$ cat config.mk
export PLATFORM = sky130hd
export DESIGN_NAME = cap_timer
export DESIGN_NICKNAME = d
export VERILOG_FILES = /design/src/rtl/cap_pkg.sv /design/src/rtl/cap_rst_sync.sv /design/src/rtl/cap_counter.sv /design/src/rtl/cap_channel.sv /design/src/rtl/cap_timer.sv
export SDC_FILE = /design/constraint.sdc
export NUM_CORES = 1
export LEC_CHECK = 0
export BUFFER_PORTS_ARGS = -buffer_cell sky130_fd_sc_hd__buf_2
export CELL_PAD_IN_SITES_DETAIL_PLACEMENT = 1
export CELL_PAD_IN_SITES_GLOBAL_PLACEMENT = 1
export CORE_UTILIZATION = 28
export CTS_CLUSTER_DIAMETER = 120
export DETAILED_ROUTE_END_ITERATION = 10
export GPL_ROUTABILITY_DRIVEN = 0
export PLACE_DENSITY = 0.6
export SETUP_SLACK_MARGIN = 0.05
export SKIP_CTS_REPAIR_TIMING = 1
export SLEW_MARGIN = 20
export SYNTH_ARGS = -nofsm -noshare
export SYNTH_HDL_FRONTEND = slang
export SYNTH_HIERARCHICAL = 1
export SYNTH_SLANG_ARGS = --single-unit
$ cat constraint.sdc
create_clock -name clk -period 1.5 [get_ports clk]
set_clock_uncertainty 0.1 [all_clocks]
set_input_delay 0.3 -clock clk [delete_from_list [all_inputs] [get_ports clk]]
set_output_delay 0.3 -clock clk [all_outputs]
set_load 0.03 [all_outputs]
$ cat src/rtl/cap_pkg.sv
package cap_pkg;
  // source of the counter's next value
  typedef enum logic [1:0] {
    NXT_INC  = 2'd0,
    NXT_WRAP = 2'd1,
    NXT_CAP  = 2'd2
  } cnt_sel_e;
endpackage

$ cat src/rtl/cap_rst_sync.sv
module cap_rst_sync #(
  parameter int STAGES = 2
) (
  input  logic clk,
  input  logic rst_n,
  output logic rst_sync_n
);
  logic [STAGES-1:0] sync_q;
  logic [STAGES-1:0] sync_d;

  generate
    if (STAGES == 1) begin : g_one
      assign sync_d = 1'b1;
    end else begin : g_many
      assign sync_d = {sync_q[STAGES-2:0], 1'b1};
    end
  endgenerate

  always_ff @(posedge clk or negedge rst_n) begin
    if (!rst_n) sync_q <= '0;
    else        sync_q <= sync_d;
  end

  assign rst_sync_n = sync_q[STAGES-1];
endmodule

$ cat src/rtl/cap_counter.sv
module cap_counter
  import cap_pkg::*;
#(
  parameter int CNT_W = 16
) (
  input  logic             clk,
  input  logic             rst_n,
  input  logic [CNT_W-1:0] init_val,
  input  logic [CNT_W-1:0] mod_val,
  input  logic             reload,
  output logic [CNT_W-1:0] cnt
);
  localparam logic [CNT_W-1:0] ONE = CNT_W'(1);

  cnt_sel_e         sel;
  logic [CNT_W-1:0] cnt_d;

  always_comb begin
    if (reload)              sel = NXT_CAP;
    else if (cnt >= mod_val) sel = NXT_WRAP;
    else                     sel = NXT_INC;
  end

  always_comb begin
    unique case (sel)
      NXT_CAP:  cnt_d = init_val;
      NXT_WRAP: cnt_d = init_val;
      NXT_INC:  cnt_d = cnt + ONE;
      default:  cnt_d = cnt;
    endcase
  end

  always_ff @(posedge clk or negedge rst_n) begin
    if (!rst_n) cnt <= '0;
    else        cnt <= cnt_d;
  end

  AST_COUNT_STEP: assert property (@(posedge clk) disable iff (!rst_n)
    (!reload && cnt < mod_val) |=> cnt == $past(cnt) + ONE);
  AST_COUNT_WRAP: assert property (@(posedge clk) disable iff (!rst_n)
    (!reload && cnt >= mod_val) |=> cnt == $past(init_val));
  AST_RELOAD_INIT: assert property (@(posedge clk) disable iff (!rst_n)
    reload |=> cnt == $past(init_val));
endmodule

$ cat src/rtl/cap_channel.sv
module cap_channel #(
  parameter int CNT_W = 16
) (
  input  logic             clk,
  input  logic             rst_n,
  input  logic             cap_evt,
  input  logic             flag_clr,
  input  logic             irq_en,
  input  logic [CNT_W-1:0] cnt,
  output logic [CNT_W-1:0] cap_val,
  output logic             cap_flag,
  output logic             irq
);
  logic             val_en;
  logic [CNT_W-1:0] val_d;
  logic             flag_en;
  logic             flag_d;

  always_comb begin
    val_en  = cap_evt;
    val_d   = cnt;
    flag_en = cap_evt | flag_clr;
    flag_d  = cap_evt;
  end

  always_ff @(posedge clk or negedge rst_n) begin
    if (!rst_n)      cap_val <= '0;
    else if (val_en) cap_val <= val_d;
  end

  always_ff @(posedge clk or negedge rst_n) begin
    if (!rst_n)       cap_flag <= 1'b0;
    else if (flag_en) cap_flag <= flag_d;
  end

  assign irq = cap_flag & irq_en;

  AST_CAPTURE_VALUE: assert property (@(posedge clk) disable iff (!rst_n)
    cap_evt |=> cap_val == $past(cnt));
  AST_FLAG_SET: assert property (@(posedge clk) disable iff (!rst_n)
    cap_evt |=> cap_flag);
  AST_FLAG_CLEAR: assert property (@(posedge clk) disable iff (!rst_n)
    (flag_clr && !cap_evt) |=> !cap_flag);
  AST_FLAG_HOLD: assert property (@(posedge clk) disable iff (!rst_n)
    (!flag_clr && !cap_evt) |=> $stable(cap_flag));
  AST_VALUE_HOLD: assert property (@(posedge clk) disable iff (!rst_n)
    !cap_evt |=> $stable(cap_val));
endmodule

$ cat src/rtl/cap_timer.sv
module cap_timer #(
  parameter int CNT_W       = 16,
  parameter int SYNC_STAGES = 2
) (
  input  logic             clk,
  input  logic             rst_n,
  input  logic             cap_evt,
  input  logic [CNT_W-1:0] init_val,
  input  logic [CNT_W-1:0] mod_val,
  input  logic             rst_on_cap,
  input  logic             irq_en,
  input  logic             flag_clr,
  output logic [CNT_W-1:0] cap_val,
  output logic             cap_flag,
  output logic             irq
);
  logic             rst_int_n;
  logic             reload;
  logic [CNT_W-1:0] cnt;

  cap_rst_sync #(.STAGES(SYNC_STAGES)) u_rst (
    .clk        (clk),
    .rst_n      (rst_n),
    .rst_sync_n (rst_int_n)
  );

  assign reload = cap_evt & rst_on_cap;

  cap_counter #(.CNT_W(CNT_W)) u_cnt (
    .clk      (clk),
    .rst_n    (rst_int_n),
    .init_val (init_val),
    .mod_val  (mod_val),
    .reload   (reload),
    .cnt      (cnt)
  );

  cap_channel #(.CNT_W(CNT_W)) u_ch (
    .clk      (clk),
    .rst_n    (rst_int_n),
    .cap_evt  (cap_evt),
    .flag_clr (flag_clr),
    .irq_en   (irq_en),
    .cnt      (cnt),
    .cap_val  (cap_val),
    .cap_flag (cap_flag),
    .irq      (irq)
  );

  AST_NO_CAP_NO_RELOAD: assert property (@(posedge clk) disable iff (!rst_int_n)
    (!rst_on_cap && !cap_evt && cnt < mod_val) |=> cnt != $past(init_val) || $past(init_val) == $past(cnt) + CNT_W'(1));
endmodule

==> After elaboration in Yosys (flattened, before gate mapping) <==
Cells that the tools add are included.
{ "word_totals": {"ff_bits": 35, "latchBits": 0, "mem_bits_rw": 0, "romBits": 0, "in_bits": 38, "out_inout_bits": 18, "mem_count": 0} }
{ "classes": {"add_sub_neg": 1, "multipliers": 0, "n_div": 0, "magnitude_cmp": 1, "eq_ne": 2, "shift": 0, "muxes": 3, "bitwise_logic": 3, "reduce_logical": 3} }
{ "op_table": {"columns": ["cell", "n"], "rows": [
  ["16-bit case mux with 2 select lines", 1],
  ["16-bit by 1-bit adder with 16-bit output, second input constant", 1],
  ["16-bit greater-or-equal comparator", 1],
  ["1-bit AND", 2],
  ["2-bit by 1-bit == test with 1-bit output, second input constant", 1],
  ["2-bit == test, second input constant", 1],
  ["2-bit zero test", 1],
  ["2-bit two-way mux", 1],
  ["2-bit nonzero test", 1],
  ["2-bit OR reduction", 1],
  ["1-bit two-way mux", 1],
  ["1-bit OR", 1]
]} }

==> Longest topological paths before layout <==
Gate-level depths: netlist (run 1).
{ "logic_depth": {"depth_word": 6, "mapped_depth": 8, "ltp_nobuf": 7} }

==> Hierarchy <==
The synthesis (run 1) kept the hierarchy.
{ "modules_own_cells": {"columns": ["mod", "n_inst", "cells_each", "area_per_inst_um2"], "rows": [
  ["cap_counter", 1, 127, 1338.8],
  ["cap_channel", 1, 38, 689.4],
  ["cap_rst_sync", 1, 3, 53.8],
  ["cap_timer", 1, 1, 6.3]
]} }

==> Worst setup path before layout (run 1) <==
OpenSTA, ideal clock, no wires.
{ "synth_timing": {"path_kind": "reg-to-reg", "from": "register u_cnt.cnt[0]", "to": "register u_cnt.cnt[0]", "arrival_time_ns": 1.902, "slack_ns": -0.627, "stages_incl_launch_ff": 9, "cell_sequence": "dfrtp_1 inv_1 ha_1 nand2b_4 a2111oi_4 nand3b_2 nand3_4 buf_6 mux2_4"} }
{ "synth_between": {"elab_chain_len": 6, "elab_cells_between_ends": 10} }
{ "synth_rtl": {"columns": ["item", "line", "source"], "rows": [
  ["start: declaration", "cap_counter.sv:11", "output logic [CNT_W-1:0] cnt"],
  ["start signal: assignment", "cap_counter.sv:35", "else cnt <= cnt_d;"],
  ["16-bit greater-or-equal comparator", "cap_counter.sv:20", "else if (cnt >= mod_val) sel = NXT_WRAP;"],
  ["1-bit two-way mux", "cap_counter.sv:20", null],
  ["2-bit two-way mux", "cap_counter.sv:19", "if (reload) sel = NXT_CAP;"],
  ["2-bit == test or 2-bit by 1-bit == test with 1-bit output (tied branches)", "cap_counter.sv:25", "unique case (sel)"],
  ["2-bit OR reduction (no line)", null, null],
  ["16-bit case mux with 2 select lines or 2-bit nonzero test (tied branches)", null, null]
]} }
Several ways; a longest one is shown, not always the timed one.
A chain may end at the register's enable or synchronous reset.

==> Final worst setup path (run 1) <==
{ "layout_timing": {"from": "register u_cnt.cnt[0]", "to": "register u_cnt.cnt[12]"} }
Same word-level chain as after synthesis.

==> Implementation_results.wiki, run 1 <==
{| class="wikitable"
! Metric !! Value
|-
| Status || complete, but fails checks
|-
| Failing checks || setup timing
|-
| Die boundary width || roughly 88 um
|-
| Sequential fraction of the synthesis area || between 40% and 50%
|-
| Clock latency on the worst-skew pair || approximately 0.28 ns
|-
| Detail-routed via count per cell || 4.382
|-
| Die height || 88.36 um
|-
| Element type at the critical path end || register
|-
| Power per cell area || between 2000 and 2500 mW/mm^2
|-
| Maximum level of the CTS H-tree || 2
|-
| I/O pin count || 56
|-
| Library cells used by synthesis || 29
|-
| CTS clk-pin slew, worst paths || 0.07 ns
|-
| GRT Resource Usage Total || a little over an eighth
|-
| Crit path kind || reg -> reg
|-
| Critical path buffers and inverters || 2
|-
| Required time of the critical path || about 1.6 ns
|-
| Post-placement cell count || between 300 and 400
|-
| Cell at the root of the clock tree || sky130_fd_sc_hd__clkbuf_8
|-
| Post-detailed-route DRC marker count || 0
|-
| Number of design-rule violations left by the first detailed-router iteration || 21
|-
| Deepest clock path buffer count || 2
|-
| Post-Synthesis Mean Instance Area || 12.36 um^2
|-
| Synthesized area || between 0.002 and 0.0025 mm^2
|-
| Maximum cell stage delay along the critical path || slightly below 0.4 ns
|-
| Final Max Slew Viols || 0
|-
| Synth-to-layout area growth || 38.95%
|-
| RSZ-0062 raised after global routing || true
|-
| Fin cells || 356
|-
| Number of enable flip-flop cells after synthesis || 0
|-
| Wire length per cell after detailed routing || 13.83 um
|-
| Diodes inserted || 0
|-
| Largest net degree at the start of global routing || 34
|-
| Slowest-stage cell, CP || sky130_fd_sc_hd__dfrtp_1
|-
| TritonRoute pass-1 iters || 2
|-
| Setup slack after placement || -0.6729 ns
|-
| Synth Instances || between 150 and 200
|-
| Worst supply voltage drop on vdd || 0.6480 mV
|-
| Initial Util || between 20 and 30%
|-
| Achievable frequency || ~480 MHz
|-
| Vias after detailed routing || approximately 1600
|-
| HPWL after detailed placement || about 3700 um
|-
| TritonCTS clock tree || yes
|-
| Count of max-cap constraint violations || 0
|-
| Wire length of the first global-routing pass || a little under 8000 um
|-
| Antenna violations before repair || 0
|-
| Post-route standard cell area excluding fillers || between 0.002 and 0.003 mm^2
|-
| Crit start category || register
|-
| Ys async rst share || between 90% and 100%
|-
| Number of core rows || 31
|-
| Worst setup slack after layout || -0.5991 ns
|-
| Number of storage elements in the synthesis netlist || 35
|-
| Wirelength, routed || ~4900 um
|-
| Leak || 1.472 nW
|-
| Overall die area || a little under 0.008 mm^2
|-
| Share of cells above drive strength 1 || roughly 54%
|-
| Data arrival time at the worst-slack endpoint || roughly 2.2 ns
|-
| Fillcell total || about 820
|-
| Type of the tightest min-delay check || in -> reg
|-
| Final Hold Fails || 0
|-
| NumNets Final || roughly 310
|-
| Cell type group with the largest total delay on the critical path || simple AND/OR/NAND/NOR gates
|-
| Dominant register cell in the synthesized netlist || sky130_fd_sc_hd__dfrtp_1
|-
| Cells traversed along the worst timing path || inv_2 -> ha_4 -> nand2b_4 -> a2111oi_4 -> nand3b_4 -> nand3_4 -> clkbuf_16 -> mux2_4
|-
| Count of input and output buffers || 55
|-
| Final ANT Viol Nets || 0
|-
| Overflow left after global routing || 0
|-
| Worst-case hold slack || approximately 0.14 ns
|-
| Synth warn || 6
|-
| Number of CTS-inserted buffers || 5
|-
| Crit share post-route || 139.9%
|-
| Largest fanout on the critical path || 8
|-
| Number of nets in the synthesized netlist || 224
|-
| Total setup violations reported at the end of the flow || 16
|-
| Post-route minimum period || roughly 2.1 ns
|-
| Via count of the first global-routing pass || 1629
|-
| Cell area reported after detailed placement || between 0.002 and 0.003 mm^2
|-
| Clock sink count || 35
|-
| Area of the core region || approximately 0.0072 mm^2
|}
[per-layer routing]
metal | GRT usage [%] | share of wire (%) | up-vias
met5 | 0 | 0 | -
met4 | 5.132 | 1.5 | 0
met3 | 3.172 | 4.0 | 6
met2 | 22.03 | 49 | 39
met1 | 16.97 | 45 | 752
li1 | - | - | 763
[power by group]
part,internal (W),switching [W]
clock,0.000326,0.000334
sequential,0.00139,0.000279
combinational,0.00189,0.00175
[stage by stage]
stage	setup TNS (ns)	utilization (%)	power, W
after floorplan	-8.564	-	0.003869
after global placement	-10.17	37.04	0.004943
after detailed placement	-10.35	37.04	0.005012
after CTS	-10.16	38.17	0.005714
after global routing	-10.47	40.22	0.006439
final	-9.392	40.22	0.005981
[sequential cells by signal, summed over array words and instances (netlist names)]
register and flops:
u_cnt/cnt 16, u_ch/cap_flag 1, u_rst/sync_q 2, u_ch/cap_val 16
[worst reg2reg max path, cell delays in order, from the launching register on]
cell	delay, ns
sky130_fd_sc_hd__dfrtp_1	0.39
sky130_fd_sc_hd__inv_2	0.09
sky130_fd_sc_hd__ha_4	0.20
sky130_fd_sc_hd__nand2b_4	0.14
sky130_fd_sc_hd__a2111oi_4	0.30
sky130_fd_sc_hd__nand3b_4	0.20
sky130_fd_sc_hd__nand3_4	0.10
sky130_fd_sc_hd__clkbuf_16	0.19
sky130_fd_sc_hd__mux2_4	0.29
[final cells by class]
| class | instances | area (um^2) | area share (%) |
|---|---|---|---|
| repair buffers | 83 | 518.0 | 17.85 |
| well taps | 99 | 123.9 | 4.269 |
| inverters | 18 | 67.56 | 2.329 |
| clock buffers | 7 | 76.32 | 2.630 |
| multi-input cells | 113 | 1235 | 42.56 |
| clock inverters | 1 | 5.005 | 0.1725 |
| flip-flops and latches | 35 | 875.8 | 30.19 |
[cells in the mapped netlist (4+ instances only)]
cell / n / share of area (%)
sky130_fd_sc_hd__dfrtp_1: 35 / 42
sky130_fd_sc_hd__o21ai_0: 4 / 0.96
sky130_fd_sc_hd__mux2_4: 19 / 14
sky130_fd_sc_hd__ha_1: 17 / 10
sky130_fd_sc_hd__a21oi_1: 4 / 0.96
sky130_fd_sc_hd__and3_1: 4 / 1.2
sky130_fd_sc_hd__mux2_2: 13 / 7.0
sky130_fd_sc_hd__nand3_1: 7 / 1.7
sky130_fd_sc_hd__nand4_1: 4 / 1.2
sky130_fd_sc_hd__xnor2_1: 10 / 4.2
sky130_fd_sc_hd__inv_1: 18 / 3.2
sky130_fd_sc_hd__nand2_1: 7 / 1.3
sky130_fd_sc_hd__xor2_1: 4 / 1.7
[final timing paths]
| kind | start | endpoint | slack (ns) | cells past startpoint |
|---|---|---|---|---|
| min in group asynchronous | u_rst/sync_q[1] | u_ch/cap_val[14] | 0.16 | 1 |
| max in group asynchronous | u_rst/sync_q[1] | u_ch/cap_val[11] | 0.81 | 1 |
| worst min-delay path | init_val[3] | u_cnt/cnt[3] | 0.14 | 2 |
| worst max register to register | u_cnt/cnt[0] | u_cnt/cnt[12] | -0.60 | 8 |
| worst min register to register | u_rst/sync_q[1] | u_ch/cap_val[14] | 0.16 | 1 |
| worst max-delay path | u_cnt/cnt[0] | u_cnt/cnt[12] | -0.60 | 8 |
[logic make-up (layout without fill, tap and decap cells)]
group	count (synthesis)	after routing	synth area share, %
AND/OR/NAND/NOR	36	36	10.66
flip-flops	35	35	41.94
multiplexers	32	32	20.67
buffers and inverters	21	109	5.272
adder cells (fa/ha/maj)	17	17	10.19
XOR/XNOR	14	14	5.871
AO/OA/AOI/OAI	13	13	5.213
other	1	1	0.1796
[cells in the final DEF (no fill, tap or decap), drive strengths merged, types with 3 or more instances in the layout]
cell type,n
dfrtp,35
a21oi,5
and3,4
inv,18
nand2,7
nor2,3
xnor2,10
o21ai,4
nand4,4
mux2,32
clkbuf,8
buf,81
xor2,4
nand3,8
nor3,3
ha,17
(Power assumes the default switching activity.)
==> inputs of run 2 (changes only) <==
==> constraint.sdc (replaced) <==
create_clock -name clk -period 1.5 [get_ports clk]
set_clock_uncertainty 0.1 [all_clocks]
set_input_delay 0.225 -clock clk [delete_from_list [all_inputs] [get_ports clk]]
set_output_delay 0.225 -clock clk [all_outputs]
set_load 0.03 [all_outputs]
==> run 2 against run 1 <==
Compared with the run above:
- the run still ends with setup timing left
- sequential share of layout area is 0.32 points lower
- core utilization is 0.43 points higher
- non-clock buffer count grew 7
- register-to-register slack got worse by 0.06 ns
- routed wire length increased by 8.3%
- first-iteration DRC count grew 29%
- global-route usage increased by 0.86 points
- clock-buffer cell count down 1
- die area unchanged
- largest cell class unchanged
- largest power group unchanged
==> Implementation_results.wiki, run 2 (synthesis results as in run 1) <==
{| class="wikitable"
! Metric !! Value
|-
| RSZ-0062 raised after global routing || true
|-
| Final Hold Fails || 0 (unchanged)
|-
| Crit share post-route || 144.0% (+4.1 points)
|-
| Largest net degree at the start of global routing || 34 (unchanged)
|-
| NumNets Final || 318 (+2.3%)
|-
| Worst hold start || init_val[3]
|-
| Crit path kind || reg -> reg
|-
| Via count of the first global-routing pass || 1743 (+7.0%)
|-
| Worst supply voltage drop on vdd || 0.6554 mV (+1.1%)
|-
| Number of cells on the worst reg-to-reg path || 8 (unchanged)
|-
| Area occupied by multi-input gates || 0.001210 mm^2 (-2.0%)
|-
| Leak || 1.505 nW (+2.2%)
|-
| Slowest-stage cell, CP || sky130_fd_sc_hd__dfrtp_1
|-
| Antenna violations before repair || 0 (unchanged)
|-
| Failing checks || setup timing
|-
| Wire length per cell after detailed routing || 14.70 um (+6.2%)
|-
| HPWL after detailed placement || 3979 um (+6.1%)
|-
| Deepest clock path buffer count || 2 (unchanged)
|-
| Cells traversed along the worst timing path || ha_4 -> nand2_4 -> nor4_4 -> buf_4 -> nand3b_4 -> nand3_4 -> clkbuf_16 -> mux2_4
|-
| Vias after detailed routing || 1586 (+1.7%)
|-
| Number of core rows || 31 (unchanged)
|-
| TritonRoute pass-1 iters || 3 (+1)
|-
| Status || complete, but fails checks
|-
| Number of design-rule violations left by the first detailed-router iteration || 27 (+29%)
|-
| Top Registers || u_ch/cap_val: 16 flops, u_cnt/cnt: 16 flops, u_rst/sync_q: 2 flops
|-
| Die height || 88.36 um (unchanged)
|-
| Terminating pin of the worst hold path || u_cnt/cnt[3]
|-
| Count of input and output buffers || 55 (unchanged)
|-
| Synth-to-layout area growth || 40.44%
|-
| Area of the core region || 0.007214 mm^2 (unchanged)
|-
| Maximum level of the CTS H-tree || 2 (unchanged)
|-
| Initial Util || 28.95% (unchanged)
|-
| Largest fanout on the critical path || 8 (unchanged)
|-
| Fillcell total || 833 (+1.5%)
|-
| Total setup violations reported at the end of the flow || 16 (unchanged)
|-
| I/O pin count || 56 (unchanged)
|-
| Worst setup slack after layout || -0.6602 ns (-0.06114 ns)
|-
| Share of cells above drive strength 1 || 54.55% (+0.071 points)
|-
| Data arrival time at the worst-slack endpoint || 2.24 ns (+0.07 ns)
|-
| Maximum cell stage delay along the critical path || 0.42 ns (+0.03 ns)
|-
| R2r startpoint || u_cnt/cnt[15]
|-
| Clock sink count || 35 (unchanged)
|-
| Final ANT Viol Nets || 0 (unchanged)
|-
| Post-route minimum period || 2.160 ns (+0.06114 ns)
|-
| Setup slack after placement || -0.7156 ns (-0.04272 ns)
|-
| Worst reg2reg endpoint || u_cnt/cnt[2]
|-
| Type of the tightest min-delay check || in -> reg
|-
| TritonCTS clock tree || yes
|-
| Detail-routed via count per cell || 4.369 (-0.29%)
|-
| Diodes inserted || 0 (unchanged)
|-
| Sequential standard cell area || 875.8 um^2 (unchanged)
|-
| Element type at the critical path end || register
|-
| Count of max-cap constraint violations || 0 (unchanged)
|-
| Cell at the root of the clock tree || sky130_fd_sc_hd__clkbuf_8
|-
| Wire length of the first global-routing pass || 8238 um (+6.5%)
|-
| Required time of the critical path || 1.58 ns (about the same)
|-
| Overall die area || 0.007807 mm^2 (unchanged)
|-
| Clock latency on the worst-skew pair || 0.29 ns (about the same)
|-
| Wirelength, routed || 5335 um (+8.3%)
|-
| CTS clk-pin slew, worst paths || 0.07 ns (about the same)
|-
| Top library cells by usage in the layout, fill and taps aside || sky130_fd_sc_hd__buf_2 (55), sky130_fd_sc_hd__dfrtp_1 (35), sky130_fd_sc_hd__buf_4 (32), sky130_fd_sc_hd__mux2_4 (25), sky130_fd_sc_hd__inv_1 (17)
|-
| Commonest non-fill, non-tap cell in the layout || sky130_fd_sc_hd__buf_2
|-
| Overflow left after global routing || 0 (unchanged)
|-
| GRT Resource Usage Total || 14.23% (+0.86 points)
|-
| Die boundary width || 88.36 um (unchanged)
|-
| Final Max Slew Viols || 0 (unchanged)
|-
| Setup slack of the worst register-to-register path || -0.66 ns (-0.06 ns)
|-
| Power per cell area || 2083 mW/mm^2 (+1.0%)
|-
| Number of CTS-inserted buffers || 5 (unchanged)
|-
| Aggregate negative setup slack || -10.31 ns (-0.9167 ns)
|-
| Hold Path Stages || 2 (unchanged)
|-
| Critical path buffers and inverters || 2 (unchanged)
|-
| Achievable frequency || 462.9 MHz (-2.8%)
|-
| Post-detailed-route DRC marker count || 0 (unchanged)
|-
| Cell type group with the largest total delay on the critical path || simple AND/OR/NAND/NOR gates
|-
| Crit start category || register
|}
-- run 2: cell types whose count changed in the layout (fill, tap and decap cells not counted) --
cell	before	now
sky130_fd_sc_hd__clkinvlp_4	0	1
sky130_fd_sc_hd__ha_4	5	4
sky130_fd_sc_hd__buf_4	25	32
sky130_fd_sc_hd__nand2_2	4	2
sky130_fd_sc_hd__ha_1	12	13
sky130_fd_sc_hd__o21ai_0	3	2
sky130_fd_sc_hd__a41oi_2	1	0
sky130_fd_sc_hd__a41oi_1	0	1
sky130_fd_sc_hd__o21ai_1	1	2
sky130_fd_sc_hd__nand2_1	2	4
sky130_fd_sc_hd__clkbuf_1	2	1
-- run 2: final cells by class --
| cell class | instances | area share [%] |
|---|---|---|
| Clock buffer | 6 | 2.474 |
| Sequential cell | 35 | 29.86 |
| Tap cell | 99 | 4.224 |
| Timing Repair Buffer | 90 | 19.45 |
| Multi-Input combinational cell | 113 | 41.25 |
| Inverter | 18 | 2.304 |
| Clock inverter | 2 | 0.4266 |
-- run 2: how the worst max path moves through the flow --
stage | depth (start not counted) | endpoint | from
4_1_cts | 7 | u_cnt/cnt[10] | u_cnt/cnt[9]
2_1_floorplan | 8 | u_cnt/cnt[0] | u_cnt/cnt[0]
6_report | 8 | u_cnt/cnt[2] | u_cnt/cnt[15]
5_1_grt | 8 | u_cnt/cnt[12] | u_cnt/cnt[15]
3_5_place_dp | 7 | u_cnt/cnt[10] | u_cnt/cnt[13]
3_3_place_gp | 7 | u_cnt/cnt[10] | u_cnt/cnt[9]
-- run 2: report_power, final --
part | switching [W] | internal, W | total, W | leakage, nW
sequential | 0.000300 | 0.00139 | 0.00169 | 0.407
combinational | 0.00179 | 0.00195 | 0.00374 | 1.06
clock | 0.000350 | 0.000324 | 0.000674 | 0.0412
total | 0.00244 | 0.00367 | 0.00611 | 1.50
-- run 2: layer usage --
metal  up-vias  global-route usage [%]  share of wire [%]
met3         5                   2.892                3.6
met5         -                       0                  0
li1        772                       -                  -
met1       770                   17.25                 43
met4         0                   4.399                1.0
met2        39                   25.31                 53
-- run 2: through the flow --
step | cells | area, um^2 | util, % | total power [W] | hold WS, ns
CTS | 356 | 2773 | 38.43 | 0.005779 | -0.4067
detailed placement | 348 | 2688 | 37.25 | 0.005076 | -0.08839
finish | 363 | 2933 | 40.65 | 0.006108 | 0.06491
floorplan | 169 | 2112 | - | 0.003869 | -0.1706
global route | 363 | 2933 | 40.65 | 0.006548 | 0.05887
global placement | 348 | 2688 | 37.25 | 0.004959 | -0.09049
